## config.mk

```make
export PLATFORM = sky130hd
export DESIGN_NAME = hazard_ctrl
export DESIGN_NICKNAME = d
export VERILOG_FILES = /design/src/rtl/hazard_pkg.sv /design/src/rtl/operand_select.sv /design/src/rtl/loaduse_detect.sv /design/src/rtl/hazard_ctrl.sv
export SDC_FILE = /design/constraint.sdc
export NUM_CORES = 1
export LEC_CHECK = 0
export CAP_MARGIN = 20
export CORE_AREA = 2 2 39 41
export DETAILED_ROUTE_END_ITERATION = 7
export DIE_AREA = 0 0 41 43
export DONT_BUFFER_PORTS = 1
export PLACE_DENSITY = 0.59
export SETUP_SLACK_MARGIN = 0.3
export SLEW_MARGIN = 20
export SYNTH_ARGS = -nofsm -noshare
export SYNTH_HDL_FRONTEND = slang
export SYNTH_HIERARCHICAL = 1
export SYNTH_SLANG_ARGS = --single-unit
```

## constraint.sdc

```tcl
create_clock -name vclk -period 1.6
set_input_delay 0.08 -clock vclk [all_inputs]
set_output_delay 0.08 -clock vclk [all_outputs]
set_load 0.01 [all_outputs]
```

## src/rtl/hazard_pkg.sv

```systemverilog
package hazard_pkg;

  // Operand source codes; the ALU multiplexers decode these bit positions.
  typedef enum logic [1:0] {
    SRC_RF  = 2'b00,
    SRC_MWB = 2'b01,
    SRC_EXM = 2'b10
  } opsel_e;

  localparam int NUM_OPERANDS = 2;

endpackage

```

## src/rtl/operand_select.sv

```systemverilog
module operand_select #(
  parameter int RW = 5
) (
  input  logic [RW-1:0]     rs,
  input  logic              exm_we,
  input  logic [RW-1:0]     exm_rd,
  input  logic              mwb_we,
  input  logic [RW-1:0]     mwb_rd,
  output hazard_pkg::opsel_e sel,
  output logic              hit_exm,
  output logic              hit_mwb
);
  import hazard_pkg::*;

  // A producer qualifies only when it writes, targets a nonzero register,
  // and that register is the one being read.
  function automatic logic producer_hits(input logic we,
                                         input logic [RW-1:0] rd,
                                         input logic [RW-1:0] src);
    return we && (rd != '0) && (rd == src);
  endfunction

  assign hit_exm = producer_hits(exm_we, exm_rd, rs);
  assign hit_mwb = producer_hits(mwb_we, mwb_rd, rs);

  // Younger producer (execute/memory) takes precedence.
  always_comb begin
    if (hit_exm)      sel = SRC_EXM;
    else if (hit_mwb) sel = SRC_MWB;
    else              sel = SRC_RF;
  end

endmodule

```

## src/rtl/loaduse_detect.sv

```systemverilog
module loaduse_detect #(
  parameter int RW   = 5,
  parameter int NSRC = 2
) (
  input  logic [NSRC-1:0][RW-1:0] id_src,
  input  logic                    ex_memrd,
  input  logic [RW-1:0]           ex_rd,
  output logic [NSRC-1:0]         src_hit,
  output logic                    stall
);

  function automatic logic load_feeds(input logic is_load,
                                      input logic [RW-1:0] dst,
                                      input logic [RW-1:0] src);
    return is_load && (dst != '0) && (dst == src);
  endfunction

  for (genvar g = 0; g < NSRC; g++) begin : g_src
    assign src_hit[g] = load_feeds(ex_memrd, ex_rd, id_src[g]);
  end

  assign stall = |src_hit;

endmodule

```

## src/rtl/hazard_ctrl.sv

```systemverilog
module hazard_ctrl #(
  parameter int NREG = 32,
  localparam int RW  = $clog2(NREG)
) (
  input  logic [RW-1:0] id_rs1,
  input  logic [RW-1:0] id_rs2,
  input  logic [RW-1:0] ex_rs1,
  input  logic [RW-1:0] ex_rs2,
  input  logic [RW-1:0] ex_rd,
  input  logic          ex_memrd,
  input  logic [RW-1:0] exm_rd,
  input  logic          exm_we,
  input  logic [RW-1:0] mwb_rd,
  input  logic          mwb_we,
  output logic [1:0]    fwd_a,
  output logic [1:0]    fwd_b,
  output logic          pc_hold,
  output logic          ifid_hold,
  output logic          idex_bubble
);
  import hazard_pkg::*;

  localparam int NOP = NUM_OPERANDS;

  logic [NOP-1:0][RW-1:0] ex_src;
  logic [NOP-1:0][RW-1:0] id_src;
  opsel_e                 op_sel   [NOP];
  logic [NOP-1:0]         op_hit_exm;
  logic [NOP-1:0]         op_hit_mwb;
  logic [NOP-1:0]         lu_hit;
  logic                   lu_stall;

  assign ex_src = {ex_rs2, ex_rs1};
  assign id_src = {id_rs2, id_rs1};

  for (genvar g = 0; g < NOP; g++) begin : g_op
    operand_select #(.RW(RW)) u_sel (
      .rs      (ex_src[g]),
      .exm_we  (exm_we),
      .exm_rd  (exm_rd),
      .mwb_we  (mwb_we),
      .mwb_rd  (mwb_rd),
      .sel     (op_sel[g]),
      .hit_exm (op_hit_exm[g]),
      .hit_mwb (op_hit_mwb[g])
    );
  end

  loaduse_detect #(.RW(RW), .NSRC(NOP)) u_lu (
    .id_src   (id_src),
    .ex_memrd (ex_memrd),
    .ex_rd    (ex_rd),
    .src_hit  (lu_hit),
    .stall    (lu_stall)
  );

  assign fwd_a       = op_sel[0];
  assign fwd_b       = op_sel[1];
  assign pc_hold     = lu_stall;
  assign ifid_hold   = lu_stall;
  assign idex_bubble = lu_stall;

  // Checks relating the ports to one another and to the sub-block events.
  always_comb begin
    // an execute/memory select needs a writing, nonzero, matching producer
    a_r1_exm_needs_match: assert (fwd_a != 2'b10 ||
                                  (exm_we && exm_rd != '0 && exm_rd == ex_rs1))
      else $error("R1 operand A select 10 without qualifying producer");
    // a write-back select needs its own match and no younger match
    a_r2_mwb_needs_match: assert (fwd_b != 2'b01 ||
                                  (mwb_we && mwb_rd != '0 && mwb_rd == ex_rs2 &&
                                   !(exm_we && exm_rd == ex_rs2)))
      else $error("R2 operand B select 01 without qualifying producer");
    // when both stages hit, the younger one wins
    a_r3_younger_wins: assert (!(op_hit_exm[0] && op_hit_mwb[0]) || fwd_a == 2'b10)
      else $error("R3 older producer chosen over younger");
    // register 0 is never bypassed
    a_r4_zero_from_rf: assert ((ex_rs1 != '0 || fwd_a == 2'b00) &&
                               (ex_rs2 != '0 || fwd_b == 2'b00))
      else $error("R4 register 0 bypassed");
    // the unused code never appears
    a_r5_no_code11: assert (fwd_a != 2'b11 && fwd_b != 2'b11)
      else $error("R5 illegal select code");
    // a stall needs a load whose destination is read in decode
    a_r6_stall_cause: assert (!pc_hold ||
                              (ex_memrd && ex_rd != '0 &&
                               (ex_rd == id_rs1 || ex_rd == id_rs2)))
      else $error("R6 stall without load-use dependence");
    // no stall when nothing is loaded
    a_r7_no_load_no_stall: assert (ex_memrd || !idex_bubble)
      else $error("R7 bubble without a load in execute");
    // all three interlock outputs move together
    a_r8_controls_agree: assert (pc_hold == ifid_hold && ifid_hold == idex_bubble &&
                                 idex_bubble == (|lu_hit))
      else $error("R8 interlock outputs disagree");
  end

endmodule

```

# After elaboration in Yosys (flattened, before gate mapping)
# Cells that the tools add are included.
# Widths: inputs -> output; s select.
# word_totals
regBits	0
out_inout_bits	7
elab_cells	23
input_bits	38
# classes
reduce_logical	13
eq_ne	6
n_mux	4
# ops
cell	n
$eq 5x5->1	6
$reduce_bool 5->1	3
$logic_and 1x1->1	9
$mux 2	2
$mux 1	2
$reduce_or 2->1	1

# Logic depth before layout (Yosys ltp)
# Gate-level depths: netlist of the first run.
# logic_depth
ltp_word	5
depth_mapped	5
ltp_nobuf	4

# By module
# The synthesis of the first run kept the hierarchy.
# modules_own_cells
module	cells_each	n_inst	seq_area_each_um2	area_each_um2
operand_select	22	2	0.0	168.9
loaduse_detect	19	1	0.0	136.4
hazard_ctrl	2	1	0.0	15.0

# Worst setup path before layout of the first run
# Ideal clock, no wire load.
# synth_timing
path_type	in2out
from	input ex_rd[1]
to	output ifid_hold
cell_stages	4
arrival_time_ns	1.033
setup_slack_ns	0.487
required_time_ns	1.520
path_buffers	1
path_cell_list	or4_1 o21ai_2 a21oi_1 buf_4
# synth_between
elab_chain_len	4
elab_cells_between_ends	7
classes_between	eq/ne: 2; reduce/logical: 5
# synth_lines
item	line	text
start: declaration	hazard_ctrl.sv:9	input logic [RW-1:0] ex_rd,
$reduce_bool 5->1	loaduse_detect.sv:15	return is_load && (dst != '0) && (dst == src);
$logic_and 1x1->1 (2 in series)	loaduse_detect.sv:15	
$reduce_or 2->1 *	loaduse_detect.sv:22	assign stall = |src_hit;
end: declaration	hazard_ctrl.sv:18	output logic ifid_hold,
# Every way passes the cells marked *; elsewhere a longest branch is shown, timed or not.

# Worst setup path in the final report of the first run
# Ends and elaborated chain as after synthesis.

==> results of run 1 <==
## per-layer routing
metal  routed length [um]  part of all wire  vias to the layer above
met5                    0                 0                        -
met3                  153              0.14                        0
met2                  517              0.49                       20
met4                    0                 0                        0
met1                  390              0.37                      181
li1                     -                 -                      211
## power groups by stage
stage / Clock [uW] / Sequential [uW] / Combinational [uW]
final: 0 / 0 / 94.0
after global placement: 0 / 0 / 93.2
after global routing: 0 / 0 / 107
after detailed placement: 0 / 0 / 95.0
after CTS: 0 / 0 / 95.4
after floorplan: 0 / 0 / 88.8
## worst paths after layout
check	from	to	slack, ps
worst max-delay path	ex_rd[1]	ifid_hold	570
worst min-delay path	exm_we	fwd_a[1]	290
## area by class of cell
cell class / count / area share
Multi-Input combinational cell: 59 / 0.943
Tap cell: 16 / 0.0418
Timing Repair Buffer: 1 / 0.0157
## stage by stage
step | hold WS (ps) | utilization
after floorplan | 261 | -
after CTS | 295 | 0.346
after detailed placement | 295 | 0.346
final | 290 | 0.346
after global routing | 298 | 0.346
after global placement | 284 | 0.346
==> impl_metrics.tcl, run 1 <==
set metrics [dict create \
    status "finished, final reports clean" \
    die_h_um 43 \
    fmax_ghz 0.970 \
    drc 0 \
    stdcell_area_sq_um 479 \
    leakagePower_uw 0.000137 \
    grt.total_usage 0.137 \
    totalWireLength_um 1060 \
    max-cap-violations 0 \
    multi_input_area_sq_um 452 \
    internal-power_uw 60.0 \
    total_power_uw 94.0 \
    core_area_sq_um 1380 \
    seq_cell_count 0 \
    setup.worst_path.class "in -> out" \
    vias_per_cell 5.42 \
    hold_viol_final 0 \
    grt_util_met2 0.219 \
    path_delay_family "simple AND/OR/NAND/NOR gates" \
    grt_pass1_wl_um 1830 \
    synth_area_sq_um 482 \
    min_period_ps 1030 \
    relSlewSlack 0.636 \
    crit_buf_inv 1 \
    seq_area_sq_um 0 \
    worst_pin_slew_ps 542 \
    avgSynthCellArea_sq_um 7.65 \
    dieArea_sq_um 1760 \
    power_switching_uw 34.0 \
    max_stage_delay_ps 540 \
    layout-drive-gt1-share 0.133 \
    port_buffers 0 \
    fp.dieW_um 41 \
    power_frac_seq 0 \
    critPathSlowestCell "or4_1" \
    cts_setup_buffers 0 \
    drv_slew 0 \
    final_cell_mix "18 x xnor2_1, 8 x nand2_1, 6 x nand3_1, 6 x xor2_1, 4 x nor2_1" \
    top_usage_layer "met2" \
    cts_resized 0 \
    cp_max_fo 3 \
    antenna_found_initial 0 \
    setup_tns_ps 0 \
    setup_slack_ps 569 \
    clock_buffers 0 \
    grt_overflow 0 \
    power_density_nw_per_um2 196 \
    start_util 0.348 \
    cp.depth 4 \
    use_met3 0.0366 \
    first_global_vias 456 \
    start_kind "input pin" \
    comb_power_share 1.000 \
    ioPinCount 45 \
    cts_hold_buffers 0 \
    placed_area_sq_um 479 \
    antenna_cells 0 \
    syn_nets 101 \
    swShare 0.362 \
    rows 14 \
    ys_warn_count 6 \
    wl_per_cell_um 14.0 \
    path_cells "or4_1 -> o21ai_2 -> a21oi_1 -> buf_4" \
    hold_depth 2 \
    use_met1 0.190 \
    ant_nets 0 \
    finalSetupViolCount 0 \
    min_path_type "in -> out" \
    cp.arrival_ps 950 \
    first_iter_violations 1 \
    required_ps 1520 \
    post-place-cells 76 \
    grt_max_degree 5 \
    stdcell_count 76 \
    finalWeightedCongestion 0.677 \
    final_common_cell "xnor2_1" \
    rsz0062_at_grt "false" \
    fin_nets 100 \
    area_growth_pct -0.519 \
    peakVddDrop_mv 0.0700 \
    hpwl_um 993 \
    power.clock.fraction 0 \
    min_period_over_period 0.645 \
    netlist_instances 63 \
    place_ws_ps 540 \
    cp-end-kind "output port" \
    vias 412 \
    drt-pass1-iter-count 4 \
    n_fill_cell 152 \
]
Note: power is estimated with default switching activity, not from simulation.
==> run 2, diff against run 1 <==
--- a/config.mk
+++ b/config.mk
@@ -10,7 +10,7 @@
 export DETAILED_ROUTE_END_ITERATION = 7
 export DIE_AREA = 0 0 41 43
 export DONT_BUFFER_PORTS = 1
-export PLACE_DENSITY = 0.59
+export PLACE_DENSITY = 0.61
 export SETUP_SLACK_MARGIN = 0.3
 export SLEW_MARGIN = 20
 export SYNTH_ARGS = -nofsm -noshare
==> constraint.sdc (replaced) <==
create_clock -name vclk -period 0.9
set_input_delay 0.045 -clock vclk [all_inputs]
set_output_delay 0.045 -clock vclk [all_outputs]
set_load 0.01 [all_outputs]
==> impl_metrics.tcl, run 2 (synthesis gave the netlist of run 1 again) <==
set metrics [dict create \
    relSlewSlack 0.789 \
    min_path_type "in -> out" \
    max-cap-violations 0 \
    grt_overflow 0 \
    core_area_sq_um 1380 \
    stdcell_area_sq_um 753 \
    fmax_ghz 1.09 \
    required_ps 850 \
    violations "setup timing" \
    path_cells "or4_4 -> o21ai_2 -> a21oi_2 -> buf_6" \
    cp_max_fo 3 \
    placed_area_sq_um 592 \
    antenna_cells 0 \
    first_iter_violations 4 \
    finalSetupViolCount 3 \
    final_cell_mix "10 x xnor2_1, 6 x nand2_1, 6 x xnor2_4, 6 x xor2_1" \
    wl_per_cell_um 17.1 \
    totalWireLength_um 1300 \
    rows 14 \
    cp-end-kind "output port" \
    cts_hold_buffers 0 \
    peakVddDrop_mv 0.136 \
    min_period_over_period 1.02 \
    start_util 0.348 \
    hold_ws_ps 215 \
    multi_input_area_sq_um 722 \
    fin_nets 100 \
    seq_cell_count 0 \
    first_global_vias 454 \
    max_stage_delay_ps 520 \
    layout-drive-gt1-share 0.533 \
    grt.total_usage 0.156 \
    grt_max_degree 5 \
    dieArea_sq_um 1760 \
    stdcell_count 76 \
    area_growth_pct 56.4 \
    leakagePower_uw 0.000216 \
    ant_nets 0 \
    n_fill_cell 128 \
    status "finished, violations left" \
    total_power_uw 276 \
    power_density_nw_per_um2 366 \
    setup_slack_ps -20.3 \
    drc 0 \
    critPathSlowestCell "or4_4" \
    path_delay_family "simple AND/OR/NAND/NOR gates" \
    grt_pass1_wl_um 1940 \
    drv_slew 0 \
    setup.worst_path.class "in -> out" \
    hold_viol_final 0 \
    place_ws_ps -44.3 \
    finalWeightedCongestion 0.591 \
    drt-pass1-iter-count 4 \
    rsz0062_at_grt "true" \
    fp.dieW_um 41 \
    ioPinCount 45 \
    worst_pin_slew_ps 316 \
    port_buffers 0 \
    hpwl_um 1080 \
    die_h_um 43 \
    antenna_found_initial 0 \
    crit_buf_inv 1 \
    post-place-cells 76 \
    cts_setup_buffers 0 \
    seq_area_sq_um 0 \
    cp.arrival_ps 880 \
    vias 414 \
    min_period_ps 920 \
    final_common_cell "xnor2_1" \
    vias_per_cell 5.45 \
    clock_buffers 0 \
    start_kind "input pin" \
]
run 2: cell counts in the layout (fill, tap and decap cells not counted):
No cell type changed its count.
run 2: repair_timing:
item                                   CTS  global route
pin swaps                               10             8
endpoints found under the hold margin    0             0
setup endpoints to repair                7             7
resized for setup                       17             4
run 2: cell type report:
cell class,count,share of cell area
multi-input combinational,59,0.958
timing repair buffer,1,0.0150
tap,16,0.0266
run 2: worst paths after layout:
check                 depth (start not counted)     start  slack (ps)       end
worst max-delay path                          4  ex_rd[1]         -20   pc_hold
worst min-delay path                          2    exm_we         220  fwd_b[1]
run 2: per-layer routing:
| layer | up-vias | GRT usage | share of wire |
|---|---|---|---|
| met1 | 180 | 0.180 | 0.33 |
| met2 | 22 | 0.297 | 0.55 |
| met5 | - | 0 | 0 |
| met4 | 0 | 0 | 0 |
| met3 | 0 | 0.0209 | 0.11 |
| li1 | 212 | - | - |
run 2: through the flow:
| stage | util | TNS (ps) |
|---|---|---|
| final | 0.544 | -61.0 |
| after global placement | 0.428 | -114 |
| after CTS | 0.512 | -68.1 |
| after floorplan | - | -84.7 |
| after detailed placement | 0.428 | -133 |
| after global routing | 0.544 | -184 |
run 2: power by group:
part / internal, uW / leakage (uW) / switching [uW]
registers: 0 / 0 / 0
clock network: 0 / 0 / 0
logic: 185 / 0.000216 / 90.2
total: 185 / 0.000216 / 90.2
==> run 3, diff against run 2 <==
--- a/config.mk
+++ b/config.mk
@@ -11,7 +11,6 @@
 export DIE_AREA = 0 0 41 43
 export DONT_BUFFER_PORTS = 1
 export PLACE_DENSITY = 0.61
-export SETUP_SLACK_MARGIN = 0.3
 export SLEW_MARGIN = 20
 export SYNTH_ARGS = -nofsm -noshare
 export SYNTH_HDL_FRONTEND = slang
==> impl_metrics.tcl, run 3 (synthesis gave the netlist of run 1 again) <==
set metrics [dict create \
    die_h_um 43 \
    ant_nets 0 \
    layout-drive-gt1-share 0.210 \
    rows 14 \
    finalSetupViolCount 3 \
    setup.worst_path.class "in -> out" \
    worst_pin_slew_ps 312 \
    start_util 0.348 \
    leakagePower_uw 0.000153 \
    antenna_found_initial 0 \
    ioPinCount 45 \
    totalWireLength_um 1130 \
    seq_cell_count 0 \
    critPathSlowestCell "or4_4" \
    dieArea_sq_um 1760 \
    start_kind "input pin" \
    core_area_sq_um 1380 \
    wl_per_cell_um 14.4 \
    drv_slew 0 \
    clock_buffers 0 \
    setup_slack_ps -9.77 \
    max-cap-violations 0 \
    relSlewSlack 0.791 \
    port_buffers 0 \
    hp-start "ex_memrd" \
    cp-end-kind "output port" \
    rsz0062_at_grt "true" \
    peakVddDrop_mv 0.118 \
    final_common_cell "xnor2_1" \
    min_path_type "in -> out" \
    path_cells "or4_4 -> o21ai_2 -> a21oi_2 -> buf_6" \
    fp.dieW_um 41 \
    drt-pass1-iter-count 3 \
    vias 411 \
    fmax_ghz 1.10 \
    violations "setup timing" \
    required_ps 850 \
    grt_max_degree 5 \
    final_cell_mix "18 x xnor2_1, 8 x nand2_1, 6 x nand3_1, 6 x xor2_1, 4 x nor2_1" \
    total_power_uw 175 \
    status "finished, violations left" \
    finalWeightedCongestion 0.616 \
    stdcell_area_sq_um 513 \
    min_to "idex_bubble" \
    cp.arrival_ps 860 \
    cp_max_fo 3 \
    min_period_ps 910 \
    hold_viol_final 0 \
    grt_pass1_wl_um 1790 \
    area_growth_pct 6.49 \
    max_stage_delay_ps 510 \
    placed_area_sq_um 502 \
    hold_depth 3 \
    drc 0 \
    min_period_over_period 1.01 \
    antenna_cells 0 \
    first_iter_violations 1 \
    cts_setup_buffers 0 \
    hpwl_um 1010 \
    vias_per_cell 5.27 \
    grt.total_usage 0.136 \
    fin_nets 102 \
    first_global_vias 426 \
    seq_area_sq_um 0 \
    grt_overflow 0 \
    power_density_nw_per_um2 341 \
    cts_hold_buffers 0 \
]
## run 3: cell types whose count changed in the layout (fill, tap and decap cells not counted), sizes merged
cell and change:
buf +2
## run 3: worst max-delay path by stage
stage | start | to | slack (ps)
after floorplan | ex_rd[1] | ifid_hold | -40
final | ex_rd[1] | ifid_hold | -10
after global routing | ex_rd[1] | pc_hold | -40
after global placement | ex_rd[1] | ifid_hold | -30
after CTS | ex_rd[1] | ifid_hold | -10
after detailed placement | ex_rd[1] | ifid_hold | -40
## run 3: timing repair
action / in CTS / in global routing
gates resized for setup: 1 / 1
pin swaps: 0 / 1
gates cloned: 0 / 0
endpoints found under the setup margin: 3 / 4
## run 3: final cells by class
| cell class | instances | area, sq um |
|---|---|---|
| Tap cell | 16 | 20.0 |
| Multi-Input combinational cell | 59 | 467 |
| Fill cell | 157 | 871 |
| Timing Repair Buffer | 3 | 26.3 |
## run 3: layer usage
layer,part of all wire,GRT usage,up-vias,wire length [um]
met4,0,0,0,0
met2,0.51,0.213,16,579
met3,0.076,0.0262,0,86
met1,0.41,0.200,178,459
met5,0,0,-,0
li1,-,-,217,-
## run 3: where the power goes
part	total (uW)	switching [uW]	internal, uW	leakage, uW
Combinational	175	63.4	112	0.000153
Sequential	0	0	0	0
Clock	0	0	0	0
## run 3: critical path: cells and delay by family
family / cells / cell delay [ps]
buf+inv: 1 / 130
simple gates: 1 / 510
compound gates: 2 / 170
## run 3: metrics by stage
stage	setup slack, ps	hold slack (ps)	instances	utilization	TNS, ps
after floorplan	-42.4	178	63	-	-84.7
after global placement	-33.1	314	78	0.363	-99.1
after detailed placement	-37.8	316	78	0.363	-113
after CTS	-14.3	290	78	0.365	-42.8
after global routing	-41.4	306	78	0.371	-124
final	-9.77	288	78	0.371	-29.2
